[src/rtl/timebase_pkg.sv]
package timebase_pkg;
  localparam int DATA_W = 8;
  localparam int CNT_W  = 2 * DATA_W;

  typedef enum logic [1:0] {
    SRC_SLOW = 2'b00,
    SRC_FAST = 2'b01,
    SRC_TMR  = 2'b10,
    SRC_PIN  = 2'b11
  } src_e;

  localparam logic [1:0] SEL_MODE   = 2'd0;
  localparam logic [1:0] SEL_CTRL   = 2'd1;
  localparam logic [1:0] SEL_CNT_LO = 2'd2;
  localparam logic [1:0] SEL_CNT_HI = 2'd3;

  localparam int CTRL_RUN_BIT = 6;
  localparam int CTRL_OVF_BIT = 7;
endpackage

[src/rtl/tick_divider.sv]
module tick_divider #(
  parameter int DIV = 12
) (
  input  logic clk_i,
  input  logic rst_ni,
  input  logic run_i,
  output logic tick_o
);
  localparam int CW = (DIV > 2) ? $clog2(DIV) : 1;
  localparam logic [CW-1:0] LAST = CW'(DIV - 1);

  logic [CW-1:0] pre_q;

  assign tick_o = run_i && (pre_q == LAST);

  always_ff @(posedge clk_i or negedge rst_ni) begin
    if (!rst_ni)           pre_q <= '0;
    else if (!run_i)       pre_q <= '0;
    else if (pre_q == LAST) pre_q <= '0;
    else                   pre_q <= pre_q + 1'b1;
  end
endmodule

[src/rtl/pin_edge_filter.sv]
module pin_edge_filter #(
  parameter int SYNC_STAGES = 2,
  parameter int MIN_GAP     = 8
) (
  input  logic clk_i,
  input  logic rst_ni,
  input  logic pin_i,
  output logic tick_o
);
  localparam int GW = $clog2(MIN_GAP + 1);
  localparam logic [GW-1:0] GAP_SAT = GW'(MIN_GAP);

  logic [SYNC_STAGES:0] sh_q;   // sync chain plus one history flop
  logic [GW-1:0]        gap_q;  // clocks since last accepted edge, saturating
  logic                 fall;

  assign fall   = sh_q[SYNC_STAGES] && !sh_q[SYNC_STAGES-1];
  assign tick_o = fall && (gap_q == GAP_SAT);

  always_ff @(posedge clk_i or negedge rst_ni) begin
    if (!rst_ni) begin
      sh_q  <= '0;
      gap_q <= GAP_SAT;
    end else begin
      sh_q <= {sh_q[SYNC_STAGES-1:0], pin_i};
      if (tick_o)              gap_q <= GW'(1);
      else if (gap_q != GAP_SAT) gap_q <= gap_q + 1'b1;
    end
  end
endmodule

[src/rtl/count_core.sv]
module count_core #(
  parameter int DATA_W = 8
) (
  input  logic                  clk_i,
  input  logic                  rst_ni,
  input  logic                  inc_i,
  input  logic                  wr_lo_i,
  input  logic                  wr_hi_i,
  input  logic [DATA_W-1:0]     wdata_i,
  output logic [2*DATA_W-1:0]   cnt_o,
  output logic                  wrap_o
);
  assign wrap_o = inc_i && (&cnt_o);

  always_ff @(posedge clk_i or negedge rst_ni) begin
    if (!rst_ni)      cnt_o <= '0;
    else if (wr_lo_i) cnt_o[DATA_W-1:0] <= wdata_i;
    else if (wr_hi_i) cnt_o[2*DATA_W-1:DATA_W] <= wdata_i;
    else if (inc_i)   cnt_o <= cnt_o + 1'b1;
  end
endmodule

[src/rtl/shared_timebase.sv]
module shared_timebase
  import timebase_pkg::*;
#(
  parameter bit DOUBLE_SPEED = 1'b0,
  parameter int SYNC_STAGES  = 2
) (
  input  logic              clk_i,
  input  logic              rst_ni,
  input  logic [1:0]        reg_sel_i,
  input  logic              reg_we_i,
  input  logic [DATA_W-1:0] reg_wdata_i,
  output logic [DATA_W-1:0] reg_rdata_o,
  input  logic              tmr_ovf_i,
  input  logic              ext_pin_i,
  output logic [CNT_W-1:0]  cnt_o,
  output logic              cnt_en_o,
  output logic              irq_o
);
  localparam int SLOW_DIV = DOUBLE_SPEED ? 6 : 12;
  localparam int FAST_DIV = DOUBLE_SPEED ? 2 : 4;
  localparam int PIN_GAP  = DOUBLE_SPEED ? 4 : 8;

  src_e src_q;
  logic irq_en_q, run_q, ovf_q;
  logic wr_mode, wr_ctrl, wr_lo, wr_hi, wr_cnt;
  logic [1:0] pre_tick;
  logic pin_tick, src_tick, cnt_en, wrap;

  assign wr_mode = reg_we_i && (reg_sel_i == SEL_MODE);
  assign wr_ctrl = reg_we_i && (reg_sel_i == SEL_CTRL);
  assign wr_lo   = reg_we_i && (reg_sel_i == SEL_CNT_LO);
  assign wr_hi   = reg_we_i && (reg_sel_i == SEL_CNT_HI);
  assign wr_cnt  = wr_lo || wr_hi;

  for (genvar g = 0; g < 2; g++) begin : g_pre
    tick_divider #(.DIV(g == 0 ? SLOW_DIV : FAST_DIV)) u_div (
      .clk_i  (clk_i),
      .rst_ni (rst_ni),
      .run_i  (run_q),
      .tick_o (pre_tick[g])
    );
  end

  pin_edge_filter #(.SYNC_STAGES(SYNC_STAGES), .MIN_GAP(PIN_GAP)) u_pin (
    .clk_i  (clk_i),
    .rst_ni (rst_ni),
    .pin_i  (ext_pin_i),
    .tick_o (pin_tick)
  );

  always_comb begin
    unique case (src_q)
      SRC_SLOW: src_tick = pre_tick[0];
      SRC_FAST: src_tick = pre_tick[1];
      SRC_TMR:  src_tick = tmr_ovf_i;
      default:  src_tick = pin_tick;
    endcase
  end

  // register write wins over a tick in the same cycle
  assign cnt_en   = run_q && src_tick && !wr_cnt;
  assign cnt_en_o = cnt_en;

  count_core #(.DATA_W(DATA_W)) u_cnt (
    .clk_i   (clk_i),
    .rst_ni  (rst_ni),
    .inc_i   (cnt_en),
    .wr_lo_i (wr_lo),
    .wr_hi_i (wr_hi),
    .wdata_i (reg_wdata_i),
    .cnt_o   (cnt_o),
    .wrap_o  (wrap)
  );

  always_ff @(posedge clk_i or negedge rst_ni) begin
    if (!rst_ni) begin
      src_q    <= SRC_SLOW;
      irq_en_q <= 1'b0;
      run_q    <= 1'b0;
      ovf_q    <= 1'b0;
    end else begin
      if (wr_mode) begin
        irq_en_q <= reg_wdata_i[0];
        src_q    <= src_e'(reg_wdata_i[2:1]);
      end
      if (wr_ctrl) run_q <= reg_wdata_i[CTRL_RUN_BIT];
      // hardware only sets; software clears with a 0; a set in the same cycle wins
      if (wrap)                                        ovf_q <= 1'b1;
      else if (wr_ctrl && !reg_wdata_i[CTRL_OVF_BIT])  ovf_q <= 1'b0;
    end
  end

  assign irq_o = ovf_q && irq_en_q;

  always_comb begin
    reg_rdata_o = '0;
    unique case (reg_sel_i)
      SEL_MODE: reg_rdata_o = {5'b0, src_q, irq_en_q};
      SEL_CTRL: begin
        reg_rdata_o[CTRL_OVF_BIT] = ovf_q;
        reg_rdata_o[CTRL_RUN_BIT] = run_q;
      end
      SEL_CNT_LO: reg_rdata_o = cnt_o[DATA_W-1:0];
      default:    reg_rdata_o = cnt_o[CNT_W-1:DATA_W];
    endcase
  end
endmodule

[config.mk]
export PLATFORM = sky130hd
export DESIGN_NAME = shared_timebase
export DESIGN_NICKNAME = d
export VERILOG_FILES = /design/src/rtl/timebase_pkg.sv /design/src/rtl/tick_divider.sv /design/src/rtl/pin_edge_filter.sv /design/src/rtl/count_core.sv /design/src/rtl/shared_timebase.sv
export SDC_FILE = /design/constraint.sdc
export NUM_CORES = 1
export LEC_CHECK = 0
export ABC_AREA = 1
export ABC_CLOCK_PERIOD_IN_PS = 4400
export BUFFER_PORTS_ARGS = -buffer_cell sky130_fd_sc_hd__clkbuf_2
export CAP_MARGIN = 20
export CORE_MARGIN = 3
export CORE_UTILIZATION = 62
export CTS_BUF_LIST = sky130_fd_sc_hd__clkbuf_4 sky130_fd_sc_hd__clkbuf_8
export CTS_CLUSTER_DIAMETER = 50
export DETAILED_ROUTE_END_ITERATION = 7
export PLACE_DENSITY_LB_ADDON = 0.25
export SKIP_LAST_GASP = 1
export SLEW_MARGIN = 20
export SYNTH_ARGS = -nofsm -noshare
export SYNTH_HDL_FRONTEND = slang
export SYNTH_SLANG_ARGS = --single-unit
[constraint.sdc]
create_clock -name clk_i -period 4.4 [get_ports clk_i]
set_input_delay 0.66 -clock clk_i [delete_from_list [all_inputs] [get_ports clk_i]]
set_output_delay 0.66 -clock clk_i [all_outputs]
set_load 0.05 [all_outputs]
==> impl_results.html <==
<table>
<tr><th>Metric</th><th>Value</th></tr>
<tr><th colspan="2">Placed design</th></tr>
<tr><td>Count of placed standard cells including taps</td><td>376</td></tr>
<tr><td>Half-perimeter wire length of the detailed placement result</td><td>between 4000 and 5000 um</td></tr>
<tr><td>Count of input and output buffers</td><td>40</td></tr>
<tr><td>Placer's final routability congestion estimate</td><td>approximately 1.0</td></tr>
<tr><th colspan="2">Synthesis</th></tr>
<tr><td>Netlist Area Pre-Place</td><td>about 2100 um2</td></tr>
<tr><td>Cell type with the highest aggregate area in the netlist</td><td>dfrtp_1</td></tr>
<tr><td>Post-synth ARST share</td><td>1.00</td></tr>
<tr><td>Area share of the largest cell type after synthesis</td><td>0.391</td></tr>
<tr><td>Netlist cell types</td><td>31</td></tr>
<tr><td>Gate count after technology mapping</td><td>roughly 300</td></tr>
<tr><td>Yosys warning count</td><td>0</td></tr>
<tr><td>Cells taking the most area after synthesis</td><td>dfrtp_1 (39%), nand2_1 (16%), nand3_1 (8.5%), inv_1 (7.3%), o21ai_0 (6.2%)</td></tr>
<tr><td>Flip-flop cell with the highest count after synthesis</td><td>dfrtp_1</td></tr>
<tr><td>Count leader, synth</td><td>nand2_1</td></tr>
<tr><td>Mapped Nets</td><td>315</td></tr>
<tr><td>Mean instance size in the synthesized netlist</td><td>around 7.2 um2</td></tr>
<tr><td>Synthesis-stage register bit count</td><td>34</td></tr>
<tr><td>Share of synthesized area occupied by flip-flops and latches</td><td>0.404</td></tr>
<tr><td>Number of enable flip-flop cells after synthesis</td><td>0</td></tr>
<tr><td>Leading post-synthesis cells by instance count</td><td>nand2_1 (89), inv_1 (41), nand3_1 (36)</td></tr>
<tr><th colspan="2">GRT</th></tr>
<tr><td>Maximum number of pins on one net before global-route repair</td><td>35</td></tr>
<tr><td>Global-route wire length before repair</td><td>9590 um</td></tr>
<tr><td>Vias in the first global route</td><td>2,024</td></tr>
<tr><td>Global route overflow</td><td>0</td></tr>
<tr><td>Antenna violations before repair</td><td>0</td></tr>
<tr><td>Total routing usage reported by global routing</td><td>0.299</td></tr>
<tr><th colspan="2">Timing</th></tr>
<tr><td>Max Clock Skew</td><td>13.0 ps</td></tr>
<tr><td>Fin crit share</td><td>0.590</td></tr>
<tr><td>Final max-slew violation count</td><td>0</td></tr>
<tr><td>Number of hold violations in the final report</td><td>0</td></tr>
<tr><td>Top achievable clock speed</td><td>approximately 0.39 GHz</td></tr>
<tr><td>Count of final setup violators</td><td>0</td></tr>
<tr><td>Worst slew margin</td><td>0.427</td></tr>
<tr><td>Post-layout minimum cycle time</td><td>between 2000 and 3000 ps</td></tr>
<tr><td>Unrepaired setup endpoints after global routing</td><td>no</td></tr>
<tr><td>Total Negative Setup Slacks</td><td>0 ps</td></tr>
<tr><td>Actual slew at the worst max-slew pin</td><td>around 860 ps</td></tr>
<tr><th colspan="2">Min path</th></tr>
<tr><td>Min-delay worst type</td><td>reg2reg</td></tr>
<tr><td>Startpoint of the tightest hold check path</td><td>u_pin.sh_q[0]$_DFF_PN0_</td></tr>
<tr><td>Worst hold path endpoint</td><td>u_pin.sh_q[1]$_DFF_PN0_</td></tr>
<tr><td>Hold depth</td><td>0</td></tr>
<tr><th colspan="2">Die</th></tr>
<tr><td>Number of rows in the core area</td><td>20</td></tr>
<tr><td>Number of ports placed on the die boundary</td><td>41</td></tr>
<tr><td>Initial core utilization</td><td>0.669</td></tr>
<tr><td>Die W</td><td>approximately 64 um</td></tr>
<tr><td>Die span in y</td><td>64.3 um</td></tr>
<tr><td>Overall die area</td><td>4140 um2</td></tr>
<tr><td>Area of the core region</td><td>3150 um2</td></tr>
<tr><th colspan="2">Clock network</th></tr>
<tr><td>Clock tree from TritonCTS</td><td>built</td></tr>
<tr><td>Number of buffers added to fix hold violations after cts</td><td>0</td></tr>
<tr><td>Clock edge transition at the registers on the reported setup and hold paths</td><td>~110 ps</td></tr>
<tr><td>Worst skew pair latency</td><td>about 350 ps</td></tr>
<tr><td>Number of setup buffers added after CTS</td><td>0</td></tr>
<tr><td>Sink Count</td><td>34</td></tr>
<tr><td>CTS Buf Count</td><td>5</td></tr>
<tr><td>Maximum count of clock buffers along a single path</td><td>2</td></tr>
<tr><td>Number of H-tree levels</td><td>2</td></tr>
<tr><td>CTS Root Buffer Type</td><td>clkbuf_4</td></tr>
<tr><td>Resize count post-CTS</td><td>0</td></tr>
<tr><th colspan="2">Outcome</th></tr>
<tr><td>Status</td><td>complete, no violations</td></tr>
<tr><th colspan="2">Setup path</th></tr>
<tr><td>Crit path launch type</td><td>flop</td></tr>
<tr><td>Data arrival at the endpoint of the critical path</td><td>just under 2000 ps</td></tr>
<tr><td>Peak fanout along the critical path</td><td>5</td></tr>
<tr><td>Reg-to-reg critical path startpoint</td><td>u_pin.gap_q[0]$_DFFE_PN0P_</td></tr>
<tr><td>Worst setup EP type</td><td>output port</td></tr>
<tr><td>Worst-case register-to-register setup slack</td><td>2460 ps</td></tr>
<tr><td>R2r endpoint</td><td>u_cnt.cnt_o[1]$_DFFE_PN0P_</td></tr>
<tr><td>Worst Setup SP</td><td>u_pin.gap_q[0]$_DFFE_PN0P_</td></tr>
<tr><td>Worst path buffer plus inverter count</td><td>3</td></tr>
<tr><td>Crit path largest cell delay</td><td>~440 ps</td></tr>
<tr><td>Slowest library cell on the worst path</td><td>dfrtp_1</td></tr>
<tr><td>Reg2reg path depth</td><td>10</td></tr>
<tr><td>Delay-heaviest family, CP</td><td>simple AND/OR/NAND/NOR gates</td></tr>
<tr><td>List of cells traversed by the critical path</td><td>inv_1, ha_1, nand2_1, nor2_2, nand3_1, nand2_1, nand3_2, inv_1, clkbuf_2</td></tr>
<tr><td>Required time of the critical path</td><td>3740 ps</td></tr>
<tr><td>Start-to-end type of the worst setup path</td><td>reg2out</td></tr>
<tr><th colspan="2">Drt</th></tr>
<tr><td>Length of the first detailed-routing pass in iterations</td><td>5</td></tr>
<tr><td>Overall via count from detail_route</td><td>2,180</td></tr>
<tr><td>Starting DRT DRC Count</td><td>roughly 220</td></tr>
<tr><td>Remaining antenna violation count after routing</td><td>0</td></tr>
<tr><td>Remaining routing DRC violations</td><td>0</td></tr>
<tr><td>Vias per std cell</td><td>~5.7</td></tr>
<tr><td>Sum of routed wire length over all layers</td><td>5390 um</td></tr>
<tr><td>Routed wirelength normalized by instance count</td><td>~14 um</td></tr>
<tr><th colspan="2">Power</th></tr>
<tr><td>Leakage power figure</td><td>0.00127 uW</td></tr>
<tr><td>Worst-case vdd ir drop</td><td>0.000396 V</td></tr>
<tr><td>Power per Cell Area</td><td>roughly 650 nW/um2</td></tr>
<tr><td>Tot Pwr</td><td>between 1500 and 2000 uW</td></tr>
<tr><th colspan="2">Job</th></tr>
<tr><td>Number of maximum-capacitance violations</td><td>0</td></tr>
<tr><th colspan="2">Layout</th></tr>
<tr><td>Post-route non-filler standard cell count</td><td>384</td></tr>
<tr><td>Fraction of final layout cells with drive strength greater than 1</td><td>0.174</td></tr>
<tr><td>Antenna Cells</td><td>0</td></tr>
<tr><td>Synthesis-to-layout area growth</td><td>13.6%</td></tr>
<tr><td>End-of-flow core utilization</td><td>0.760</td></tr>
<tr><td>Final Net Count</td><td>359</td></tr>
</table>
-- where the power goes --
group          leakage [uW]  switching (uW)  internal (uW)  total, uW
sequential         0.000432             142            420        562
combinational      0.000800             616            208        824
clock             0.0000354             108           67.0        175
total               0.00127             866            695       1560
-- logic make-up after synthesis --
family                   Yosys count  share of synthesized area
adder cells (fa/ha/maj)            5                     0.0296
AO/OA/AOI/OAI                     42                      0.114
AND/OR/NAND/NOR                  165                      0.349
XOR/XNOR                           4                     0.0166
flip-flops                        34                      0.404
buffers and inverters             45                     0.0871
-- state kept, by name (all words and copies together) (netlist names) --
register           cells
u_pin.gap_q            4
u_pin.sh_q             3
g_pre.u_div.pre_q      6
run_q                  1
u_cnt.cnt_o           16
ovf_q                  1
irq_en_q               1
src_q                  2
-- worst reg2reg max path: cells and delay by family (launching register included) --
kind	cells	cell delay, ps
AO/OA/AOI/OAI	1	110
adder cells (fa/ha/maj)	1	150
AND/OR/NAND/NOR	7	1050
buffers and inverters	1	90
flip-flops	1	440
-- per-layer routing --
layer,global-route usage,share of wire
met1,0.407,0.43
met3,0.0668,0.092
met4,0.0818,0.017
met2,0.479,0.46
met5,0,0
-- worst max path at each step --
| stage | to | slack [ps] | cells after the start |
|---|---|---|---|
| floorplan | reg_rdata_o[3] | 1680 | 4 |
| global placement | reg_rdata_o[1] | 2030 | 6 |
| detailed placement | reg_rdata_o[3] | 1950 | 6 |
| CTS | cnt_en_o | 1780 | 9 |
| global route | cnt_en_o | 1630 | 9 |
| finish | cnt_en_o | 1800 | 9 |
-- cells in the final DEF (no fill, tap or decap), types with 2 or more instances in the layout --
master    netlist  routed
a21oi_1         3       3
clkinv_2        0       2
nand2_2         2       2
nand3_1        36      36
o22ai_1         3       3
nand2_1        89      89
dfrtp_1        33      33
o21ai_0        26      26
nand4_1         7       7
nor2_1         21      21
xor2_1          2       2
or2_2           2       2
o21ai_1         2       2
nor3_1          2       2
xnor2_1         2       2
clkbuf_2        0      40
ha_1            5       5
o221ai_1        5       5
inv_1          41      41
clkbuf_4        0       6
-- stage by stage --
step,area (um2),setup WS (ps),hold WS (ps)
after global placement,2340,2030,332
after global routing,2400,1630,377
final,2400,1800,365
after floorplan,2110,1680,331
after CTS,2400,1780,366
after detailed placement,2340,1950,336
-- final cells by class --
| cell class | count | area (um2) |
|---|---|---|
| Fill cell | 279 | 756 |
| Tap cell | 44 | 55.1 |
| Clock buffer | 6 | 45.0 |
| Inverter | 42 | 160 |
| Timing Repair Buffer | 40 | 200 |
| Multi-Input combinational cell | 216 | 1070 |
| Sequential cell | 34 | 852 |
| Clock inverter | 2 | 10.0 |
Power figures use the tool's default switching activity.
